<file path="config.mk">
export PLATFORM = sky130hd
export DESIGN_NAME = rtcc_calendar_core
export DESIGN_NICKNAME = d
export VERILOG_FILES = /design/src/rtl/rtcc_pkg.sv /design/src/rtl/rtcc_bcd_field.sv /design/src/rtl/rtcc_month_end.sv /design/src/rtl/rtcc_calendar_core.sv
export SDC_FILE = /design/constraint.sdc
export NUM_CORES = 1
export LEC_CHECK = 0
export BUFFER_PORTS_ARGS = -buffer_cell sky130_fd_sc_hd__buf_2
export CORE_ASPECT_RATIO = 1.4
export CORE_MARGIN = 10
export CORE_UTILIZATION = 45
export DETAILED_ROUTE_END_ITERATION = 16
export MAX_ROUTING_LAYER = met4
export PLACE_DENSITY_LB_ADDON = 0.15
export SLEW_MARGIN = 20
export SYNTH_ARGS = -nofsm -noshare
export SYNTH_HDL_FRONTEND = slang
export SYNTH_SLANG_ARGS = --single-unit
</file>
<file path="constraint.sdc">
create_clock -name clk -period 3.64 [get_ports clk]
set_clock_uncertainty 0.05 [all_clocks]
set_input_delay 0.182 -clock clk [delete_from_list [all_inputs] [get_ports clk]]
set_output_delay 0.182 -clock clk [all_outputs]
set_load 0.02 [all_outputs]
</file>
<file path="src/rtl/rtcc_pkg.sv">
package rtcc_pkg;
    localparam int BCD_W = 8;
    localparam int DOW_W = 3;

    typedef logic [BCD_W-1:0] bcd_t;
    typedef logic [DOW_W-1:0] dow_t;

    localparam bcd_t BCD_ZERO   = 8'h00;
    localparam bcd_t BCD_ONE    = 8'h01;
    localparam bcd_t SEC_LAST   = 8'h59;
    localparam bcd_t MIN_LAST   = 8'h59;
    localparam bcd_t HOUR_LAST  = 8'h23;
    localparam bcd_t MONTH_LAST = 8'h12;
    localparam bcd_t YEAR_LAST  = 8'h99;
    localparam dow_t DOW_FIRST  = 3'd1;
    localparam dow_t DOW_LAST   = 3'd7;

    typedef struct packed {
        logic century;
        bcd_t year;
        bcd_t month;
        bcd_t date;
        dow_t dow;
        bcd_t hour;
        bcd_t minute;
        bcd_t second;
    } cal_t;

    typedef struct packed {
        cal_t cal;
        logic stop;
        logic stb;
    } core_t;
endpackage

</file>
<file path="src/rtl/rtcc_bcd_field.sv">
module rtcc_bcd_field
    import rtcc_pkg::*;
(
    input  bcd_t cur_i,
    input  logic inc_i,
    input  bcd_t first_i,
    input  bcd_t last_i,
    output bcd_t nxt_o,
    output logic carry_o
);
    logic at_last;
    bcd_t bumped;

    always_comb begin
        // A value at or past the limit wraps, so an out-of-range load recovers.
        at_last = (cur_i >= last_i);
        if (cur_i[3:0] >= 4'd9) begin
            bumped = {cur_i[7:4] + 4'd1, 4'd0};
        end else begin
            bumped = {cur_i[7:4], cur_i[3:0] + 4'd1};
        end
        carry_o = inc_i & at_last;
        if (!inc_i) begin
            nxt_o = cur_i;
        end else if (at_last) begin
            nxt_o = first_i;
        end else begin
            nxt_o = bumped;
        end
    end
endmodule

</file>
<file path="src/rtl/rtcc_month_end.sv">
module rtcc_month_end
    import rtcc_pkg::*;
(
    input  bcd_t month_i,
    input  bcd_t year_i,
    output bcd_t last_date_o,
    output logic leap_o
);
    logic [6:0] year_bin;

    always_comb begin
        year_bin = ({3'b000, year_i[7:4]} * 7'd10) + {3'b000, year_i[3:0]};
        leap_o   = (year_bin[1:0] == 2'b00);           // multiple of four, 00 included
        unique case (month_i)
            8'h02:                      last_date_o = leap_o ? 8'h29 : 8'h28;
            8'h04, 8'h06, 8'h09, 8'h11: last_date_o = 8'h30;
            default:                    last_date_o = 8'h31;
        endcase
    end
endmodule

</file>
<file path="src/rtl/rtcc_calendar_core.sv">
module rtcc_calendar_core
    import rtcc_pkg::*;
#(
    parameter logic RESET_STOP = 1'b1
)(
    input  logic       clk,
    input  logic       rst_n,
    input  logic       tick_i,
    input  logic       cen_en_i,
    input  logic       load_i,
    input  logic [7:0] ld_sec_i,
    input  logic [7:0] ld_min_i,
    input  logic [7:0] ld_hour_i,
    input  logic [2:0] ld_dow_i,
    input  logic [7:0] ld_date_i,
    input  logic [7:0] ld_month_i,
    input  logic [7:0] ld_year_i,
    input  logic       ld_century_i,
    input  logic       ld_stop_i,
    output logic [7:0] sec_o,
    output logic [7:0] min_o,
    output logic [7:0] hour_o,
    output logic [2:0] dow_o,
    output logic [7:0] date_o,
    output logic [7:0] month_o,
    output logic [7:0] year_o,
    output logic       century_o,
    output logic       stop_o,
    output logic       sec_stb_o
);
    core_t st_q, st_d;

    logic adv;
    logic sec_cy, min_cy, hour_cy, date_cy, month_cy, year_cy;
    logic leap;
    bcd_t sec_n, min_n, hour_n, date_n, month_n, year_n, date_last;

    assign adv = tick_i & ~st_q.stop & ~load_i;

    rtcc_month_end i_mend (
        .month_i(st_q.cal.month), .year_i(st_q.cal.year),
        .last_date_o(date_last), .leap_o(leap)
    );

    rtcc_bcd_field i_sec (
        .cur_i(st_q.cal.second), .inc_i(adv), .first_i(BCD_ZERO),
        .last_i(SEC_LAST), .nxt_o(sec_n), .carry_o(sec_cy)
    );
    rtcc_bcd_field i_min (
        .cur_i(st_q.cal.minute), .inc_i(sec_cy), .first_i(BCD_ZERO),
        .last_i(MIN_LAST), .nxt_o(min_n), .carry_o(min_cy)
    );
    rtcc_bcd_field i_hour (
        .cur_i(st_q.cal.hour), .inc_i(min_cy), .first_i(BCD_ZERO),
        .last_i(HOUR_LAST), .nxt_o(hour_n), .carry_o(hour_cy)
    );
    rtcc_bcd_field i_date (
        .cur_i(st_q.cal.date), .inc_i(hour_cy), .first_i(BCD_ONE),
        .last_i(date_last), .nxt_o(date_n), .carry_o(date_cy)
    );
    rtcc_bcd_field i_month (
        .cur_i(st_q.cal.month), .inc_i(date_cy), .first_i(BCD_ONE),
        .last_i(MONTH_LAST), .nxt_o(month_n), .carry_o(month_cy)
    );
    rtcc_bcd_field i_year (
        .cur_i(st_q.cal.year), .inc_i(month_cy), .first_i(BCD_ZERO),
        .last_i(YEAR_LAST), .nxt_o(year_n), .carry_o(year_cy)
    );

    always_comb begin
        st_d            = st_q;
        st_d.stb        = adv;
        st_d.cal.second = sec_n;
        st_d.cal.minute = min_n;
        st_d.cal.hour   = hour_n;
        st_d.cal.date   = date_n;
        st_d.cal.month  = month_n;
        st_d.cal.year   = year_n;
        if (hour_cy) begin
            st_d.cal.dow = (st_q.cal.dow >= DOW_LAST) ? DOW_FIRST : st_q.cal.dow + 3'd1;
        end
        if (year_cy && cen_en_i) begin
            st_d.cal.century = ~st_q.cal.century;
        end
        if (load_i) begin
            st_d.cal.second  = ld_sec_i;
            st_d.cal.minute  = ld_min_i;
            st_d.cal.hour    = ld_hour_i;
            st_d.cal.dow     = ld_dow_i;
            st_d.cal.date    = ld_date_i;
            st_d.cal.month   = ld_month_i;
            st_d.cal.year    = ld_year_i;
            st_d.cal.century = ld_century_i;
            st_d.stop        = ld_stop_i;
        end
    end

    always_ff @(posedge clk or negedge rst_n) begin
        if (!rst_n) begin
            st_q             <= '0;
            st_q.cal.dow     <= DOW_FIRST;
            st_q.cal.date    <= BCD_ONE;
            st_q.cal.month   <= BCD_ONE;
            st_q.stop        <= RESET_STOP;
        end else begin
            st_q <= st_d;
        end
    end

    assign sec_o     = st_q.cal.second;
    assign min_o     = st_q.cal.minute;
    assign hour_o    = st_q.cal.hour;
    assign dow_o     = st_q.cal.dow;
    assign date_o    = st_q.cal.date;
    assign month_o   = st_q.cal.month;
    assign year_o    = st_q.cal.year;
    assign century_o = st_q.cal.century;
    assign stop_o    = st_q.stop;
    assign sec_stb_o = st_q.stb;
endmodule

</file>
* Word level (Yosys, flattened, before mapping) *
Cells that the tools add are included.

storage, ports and cells
  memories kept = 0
  bits in latches = 0
  ROM bits = 0
  bits in writable memories = 0
  output and inout port bits = 54
  flip-flop bits (word level) = 54

cells by class
  $add $sub $neg = 14
  multiply operators = 1
  reductions and logical operators = 22
  bitwise logic cells = 11
  divide/modulo/power cells = 0
  magnitude comparators = 13
  equal/unequal tests = 5
  shift-type cells = 0
  muxes and demuxes = 24

operators by type and width
  cell                   number
  $mux W8                18
  $mux W53               1
  $add A4 B1 Y4 const B  12
  $ge A4 B4 Y1 const B   6
  $reduce_bool A3 Y1     6
  $eq A8 B3 Y1 const B   2
  $ge A8 B7 Y1 const B   2
  $pmux W8 S2            1
  $reduce_bool A2 Y1     7
  $reduce_and A2 Y1      6
  $and A1 B1 Y1          8
  $eq A8 B2 Y1 const B   1
  $eq A8 B4 Y1 const B   1
  $eq A8 B5 Y1 const B   1
  $ge A8 B5 Y1 const B   1
  $ge A8 B6 Y1 const B   1
  $ge A8 B8 Y1           1
  $ge A8 B8 Y1 const B   1
  $mux W3                2
  $mul A4 B3 Y1 const B  1
  $reduce_or A4 Y1       1
  $add A3 B1 Y3 const B  1
  $ge A3 B3 Y1 const B   1
  $not A1 Y1             3
  4 further kinds        5

* Longest topological paths before layout *
  word-level depth = 12
  depth in mapped cells = 15

* By module *
Synthesis repeated with hierarchy kept, for this count alone.

unflattened totals
  cells, all modules = 657
  area, all modules = 6217.2 um2

modules (own cells, without submodules)
  module              cells each  seq. area each (um2)  times used  area each (um2)
  rtcc_bcd_field      85          0.0                   6           660.6
  rtcc_calendar_core  128         1356.3                1           2129.5
  rtcc_month_end      19          0.0                   1           123.9

* Worst setup path before layout *
No wires, ideal clock.

  path kind = flip-flop to flip-flop
  from = register st_q, in the netlist month_o[0]
  to = register st_q, in the netlist date_o[4]
  path slack = 0.346 ns
  period minus slack after synthesis = 3.294 ns
  library setup time = 0.125 ns
  path buffers = 0
  arrival = 3.119 ns
  stages on the path, launching flop included = 15
  cells stage by stage = dfstp_2 -> inv_1 -> ha_1 -> o211ai_1 -> o21ai_0 -> a32oi_1 -> nor3_1 -> a21oi_1 -> ha_1 -> nor4b_1 -> nor2_1 -> nor2_1 -> nand2_1 -> a21oi_2 -> mux2_2

on the way
  longest elaborated chain between the ends = 7

ends and longest elaborated chain
  what                                  line                       source
  start: declaration                    rtcc_calendar_core.sv:31   core_t st_q, st_d;
  start signal: assignment              rtcc_calendar_core.sv:106  st_q <= st_d;
  $eq A8 B3 Y1 (tied with other cells)  rtcc_month_end.sv:14       unique case (month_i)
  $reduce_or A4 Y1                      rtcc_month_end.sv:14
  $pmux W8 S2 *                         rtcc_month_end.sv:14
  $ge A8 B8 Y1 *                        rtcc_bcd_field.sv:16       at_last = (cur_i >= last_i);
  $mux W8                               rtcc_bcd_field.sv:25       end else if (at_last) begin
  $mux W8                               rtcc_bcd_field.sv:23       if (!inc_i) begin
  $mux W53                              rtcc_calendar_core.sv:85   if (load_i) begin

Every way passes the cells marked *; elsewhere a longest branch is shown, timed or not. The select of a mux whose other input is x is not followed.
A chain may end at the register's enable or synchronous reset.

* Final worst setup path *
  from = register st_q, in the netlist month_o[0]
  to = register st_q, in the netlist year_o[1]

on the way
  longest elaborated chain between the ends = 7

ends and longest elaborated chain
  what                                   line                  source
  $eq A8 B3 Y1 (tied with other cells)   rtcc_month_end.sv:14
  $reduce_or A4 Y1                       rtcc_month_end.sv:14
  $pmux W8 S2                            rtcc_month_end.sv:14
  $ge A8 B8 Y1                           rtcc_bcd_field.sv:16
  $and A1 B1 Y1                          rtcc_bcd_field.sv:22  carry_o = inc_i & at_last;
  $and A1 B1 Y1 *                        rtcc_bcd_field.sv:22
  $reduce_bool A2 Y1 (no source line) *  --

Every way passes the cells marked *; elsewhere a longest branch is shown, timed or not.

==> impl_metrics.env <==
export IMPL_status="complete, no violations"
export IMPL_finalPower_mw=1.71
export IMPL_viasPerCell=5.63
export IMPL_gp_congestion=0.865
export IMPL_ys_warn_count=0
export IMPL_r2r_slack_ns=0.30
export IMPL_endpoint="year_o[1]$_DFFE_PN0P_"
export IMPL_synthToLayoutAreaGrowth_pct=20.5
export IMPL_worst_skew_pair_late_latency_ns=0.32
export IMPL_cts_sinks=54
export IMPL_grt_pass1_vias=3594
export IMPL_fin_crit_sh_pct=91.9
export IMPL_slowest_delay_ns=0.59
export IMPL_holdPathStages=3
export IMPL_syn_avg_cell_area_um2=9.14
export IMPL_wl_per_cell_um=16.9
export IMPL_postSynthCellCount=399
export IMPL_hold_viol_final=0
export IMPL_setup_tns_ns=0
export IMPL_cts_buffer_depth=2
export IMPL_cts_resized=0
export IMPL_synth_edf_count=0
export IMPL_grt_pass1_wl_um=16700
export IMPL_fin_area_mm2=0.00439
export IMPL_fmax_mhz=299
export IMPL_layout_drive_gt1_share_pct=28.0
export IMPL_rsz0062_at_grt="false"
export IMPL_io_pins=112
export IMPL_grt_max_degree=80
export IMPL_p_leak_nw=2.13
export IMPL_drc=0
export IMPL_r2r_start="month_o[0]$_DFFE_PN1P_"
export IMPL_cp_arrival_ns=3.51
export IMPL_placementRows=38
export IMPL_critPathSlowestCell="dfstp_2"
export IMPL_timing_rr_end="year_o[1]$_DFFE_PN0P_"
export IMPL_synth_top_cell_area_share_pct=34.3
export IMPL_path_cells="inv_1, ha_1, o211ai_1, o21ai_0, a32oi_1, nor3_1, a21oi_1, ha_1, nor4b_1, nor2_1, or2_1, nand3_1, nor3_1, a221o_1"
export IMPL_synth_seq_cells=54
export IMPL_worst_pin_slew_ns=0.748
export IMPL_path_max_fanout=7
export IMPL_ys_flop_type="dfrtp_1"
export IMPL_fin_nets=602
export IMPL_cts_root_buf="clkbuf_8"
export IMPL_synthTopCellsByArea="dfrtp_1 (34%), ha_1 (13%), nand2_1 (4.6%)"
export IMPL_start_util_pct=46.5
export IMPL_power_density_mw_per_mm2=390
export IMPL_cap_violations=0
export IMPL_finish_utilization_pct=56.0
export IMPL_maxSlewViolCount=0
export IMPL_yosys_cell_types_count=63
export IMPL_startpoint_type="register"
export IMPL_place_area_mm2=0.00429
export IMPL_routed_wl_um=10200
export IMPL_first_pass_iters=4
export IMPL_core_mm2=0.00785
export IMPL_path_class="register to register"
export IMPL_die_h_um=127
export IMPL_grt_use_total_pct=17.2
export IMPL_via_count=3424
export IMPL_die_w_um=96.1
export IMPL_synth_nets=494
export IMPL_synth_seq_area_share_pct=37.2
export IMPL_hold_path_class="primary input to register"
export IMPL_yosysTopAreaCell="dfrtp_1"
export IMPL_cp_end_kind="register"
export IMPL_dieArea_mm2=0.0122
export IMPL_cts_made_buffers=5
export IMPL_max_slew_margin_rel_pct=50.1
export IMPL_n_antenna_cell=0
export IMPL_cts_tree="yes"
export IMPL_ant_nets=0
export IMPL_cp_data_required_time_ns=3.80
export IMPL_cts_clk_slew_worst_paths_ns=0.10
export IMPL_fin_crit_ns=3.34
export IMPL_synthArstFlopShare_pct=100
export IMPL_vdd_ir_drop_worst_mv=0.235
export IMPL_htreeDepth=2
export IMPL_dpl_hpwl_um=7980
export IMPL_r2r_cells=14
export IMPL_antenna_found_initial=0
export IMPL_syn_area_mm2=0.00365
export IMPL_critPathLaunch="month_o[0]$_DFFE_PN1P_"
export IMPL_setup_violations=0
export IMPL_drt_iter0_markers=115
export IMPL_numPortBuffers=111
export IMPL_overflow=0
## kinds of logic (layout without fill, tap and decap cells)
family	after synthesis	after routing	synth area share, %
and+or+nand+nor	146	146	21.0
DFF	54	54	37.2
buffers and inverters	43	152	4.70
muxes	8	8	2.40
AOI/OAI and AO/OA	107	107	21.1
xor gates and xnor gates	4	4	0.961
adders and majority gates	37	37	12.7
## synthesized netlist by cell type, drive strengths merged, types with 3 or more instances
cell type,n
and3,4
nor2,27
o21ai,22
clkbuf,10
nand3,14
a21o,4
mux2,6
xnor2,3
nor4b,4
buf,5
nand2,45
a221o,5
a21oi,21
a22o,9
nor4,4
o31ai,4
nor3,13
o311ai,5
nor2b,9
o211ai,4
dfstp,4
nand4,7
ha,37
inv,28
nand2b,5
dfrtp,50
a211oi,6
a22oi,6
## registers in the layout, indices dropped and copies added (netlist names)
name and cells:
hour_o 8, month_o 8, stop_o 1, year_o 8, sec_o 8, min_o 8, date_o 8, dow_o 3
sec_stb_o 1, century_o 1
## final cells by class
class | count | area (um2)
clock buffer | 7 | 86.3
clock inverter | 1 | 5.00
fill | 775 | 3450
inverter | 28 | 105
multi-input combinational | 302 | 2120
sequential | 54 | 1360
tap | 100 | 125
timing repair buffer | 116 | 596
## what timing repair did
action / 4_1_cts / 5_1_grt
setup buffers: 0 / 0
hold endpoints to repair: 24 / 0
setup endpoints to repair: 0 / 0
hold buffers: 1 / 0
## power breakdown
group | switching, mW | total [mW] | internal [mW]
registers | 0.107 | 0.784 | 0.676
clock network | 0.206 | 0.360 | 0.154
logic | 0.346 | 0.569 | 0.224
total | 0.659 | 1.71 | 1.05
## cell usage in the layout, fill, tap and decap left out, types with 6 or more instances in the layout
cell type / instances
nand4_1: 7
a211oi_1: 6
nor3_1: 12
a21oi_1: 20
nor2_1: 26
a22o_1: 9
buf_2: 111
nor2b_1: 9
nand3_1: 14
inv_1: 28
a22oi_1: 6
dfrtp_1: 50
nand2_1: 45
ha_1: 37
o21ai_0: 19
clkbuf_8: 6
## critical path, delay by kind of cell (launching register included)
kind                     cells  cell delay [ns]
AO/OA/AOI/OAI                5             0.87
buffers and inverters        1             0.10
AND/OR/NAND/NOR              6             1.15
flip-flops                   1             0.59
adder cells (fa/ha/maj)      2             0.49
## per-layer routing
layer	global-route usage, %	wire, um	up-vias
li1	-	-	1669
met4	4.79	119	0
met3	3.60	656	11
met5	-	0	-
met2	30.0	5460	104
met1	18.9	4010	1640
## how the worst min path moves through the flow
stage / endpoint / start / slack [ns]
final: month_o[6]$_DFFE_PN0P_ / ld_month_i[6] / 0.02
after global routing: dow_o[1]$_DFFE_PN0P_ / ld_dow_i[1] / 0.02
after CTS: min_o[3]$_DFFE_PN0P_ / ld_min_i[3] / 0.01
after detailed placement: dow_o[1]$_DFFE_PN0P_ / rst_n / 0.21
after global placement: dow_o[1]$_DFFE_PN0P_ / rst_n / 0.21
after floorplan: century_o$_DFFE_PN0P_ / rst_n / -0.16
## through the flow
| step | instances | hold slack [ns] | worst slack (ns) |
|---|---|---|---|
| floorplan | 399 | -0.164 | 0.346 |
| global placement | 599 | 0.211 | 0.437 |
| detailed placement | 599 | 0.208 | 0.312 |
| CTS | 608 | 0.00963 | 0.303 |
| global route | 608 | 0.0185 | 0.0691 |
| finish | 608 | 0.0170 | 0.297 |
Note: power is estimated with default switching activity, not from simulation.
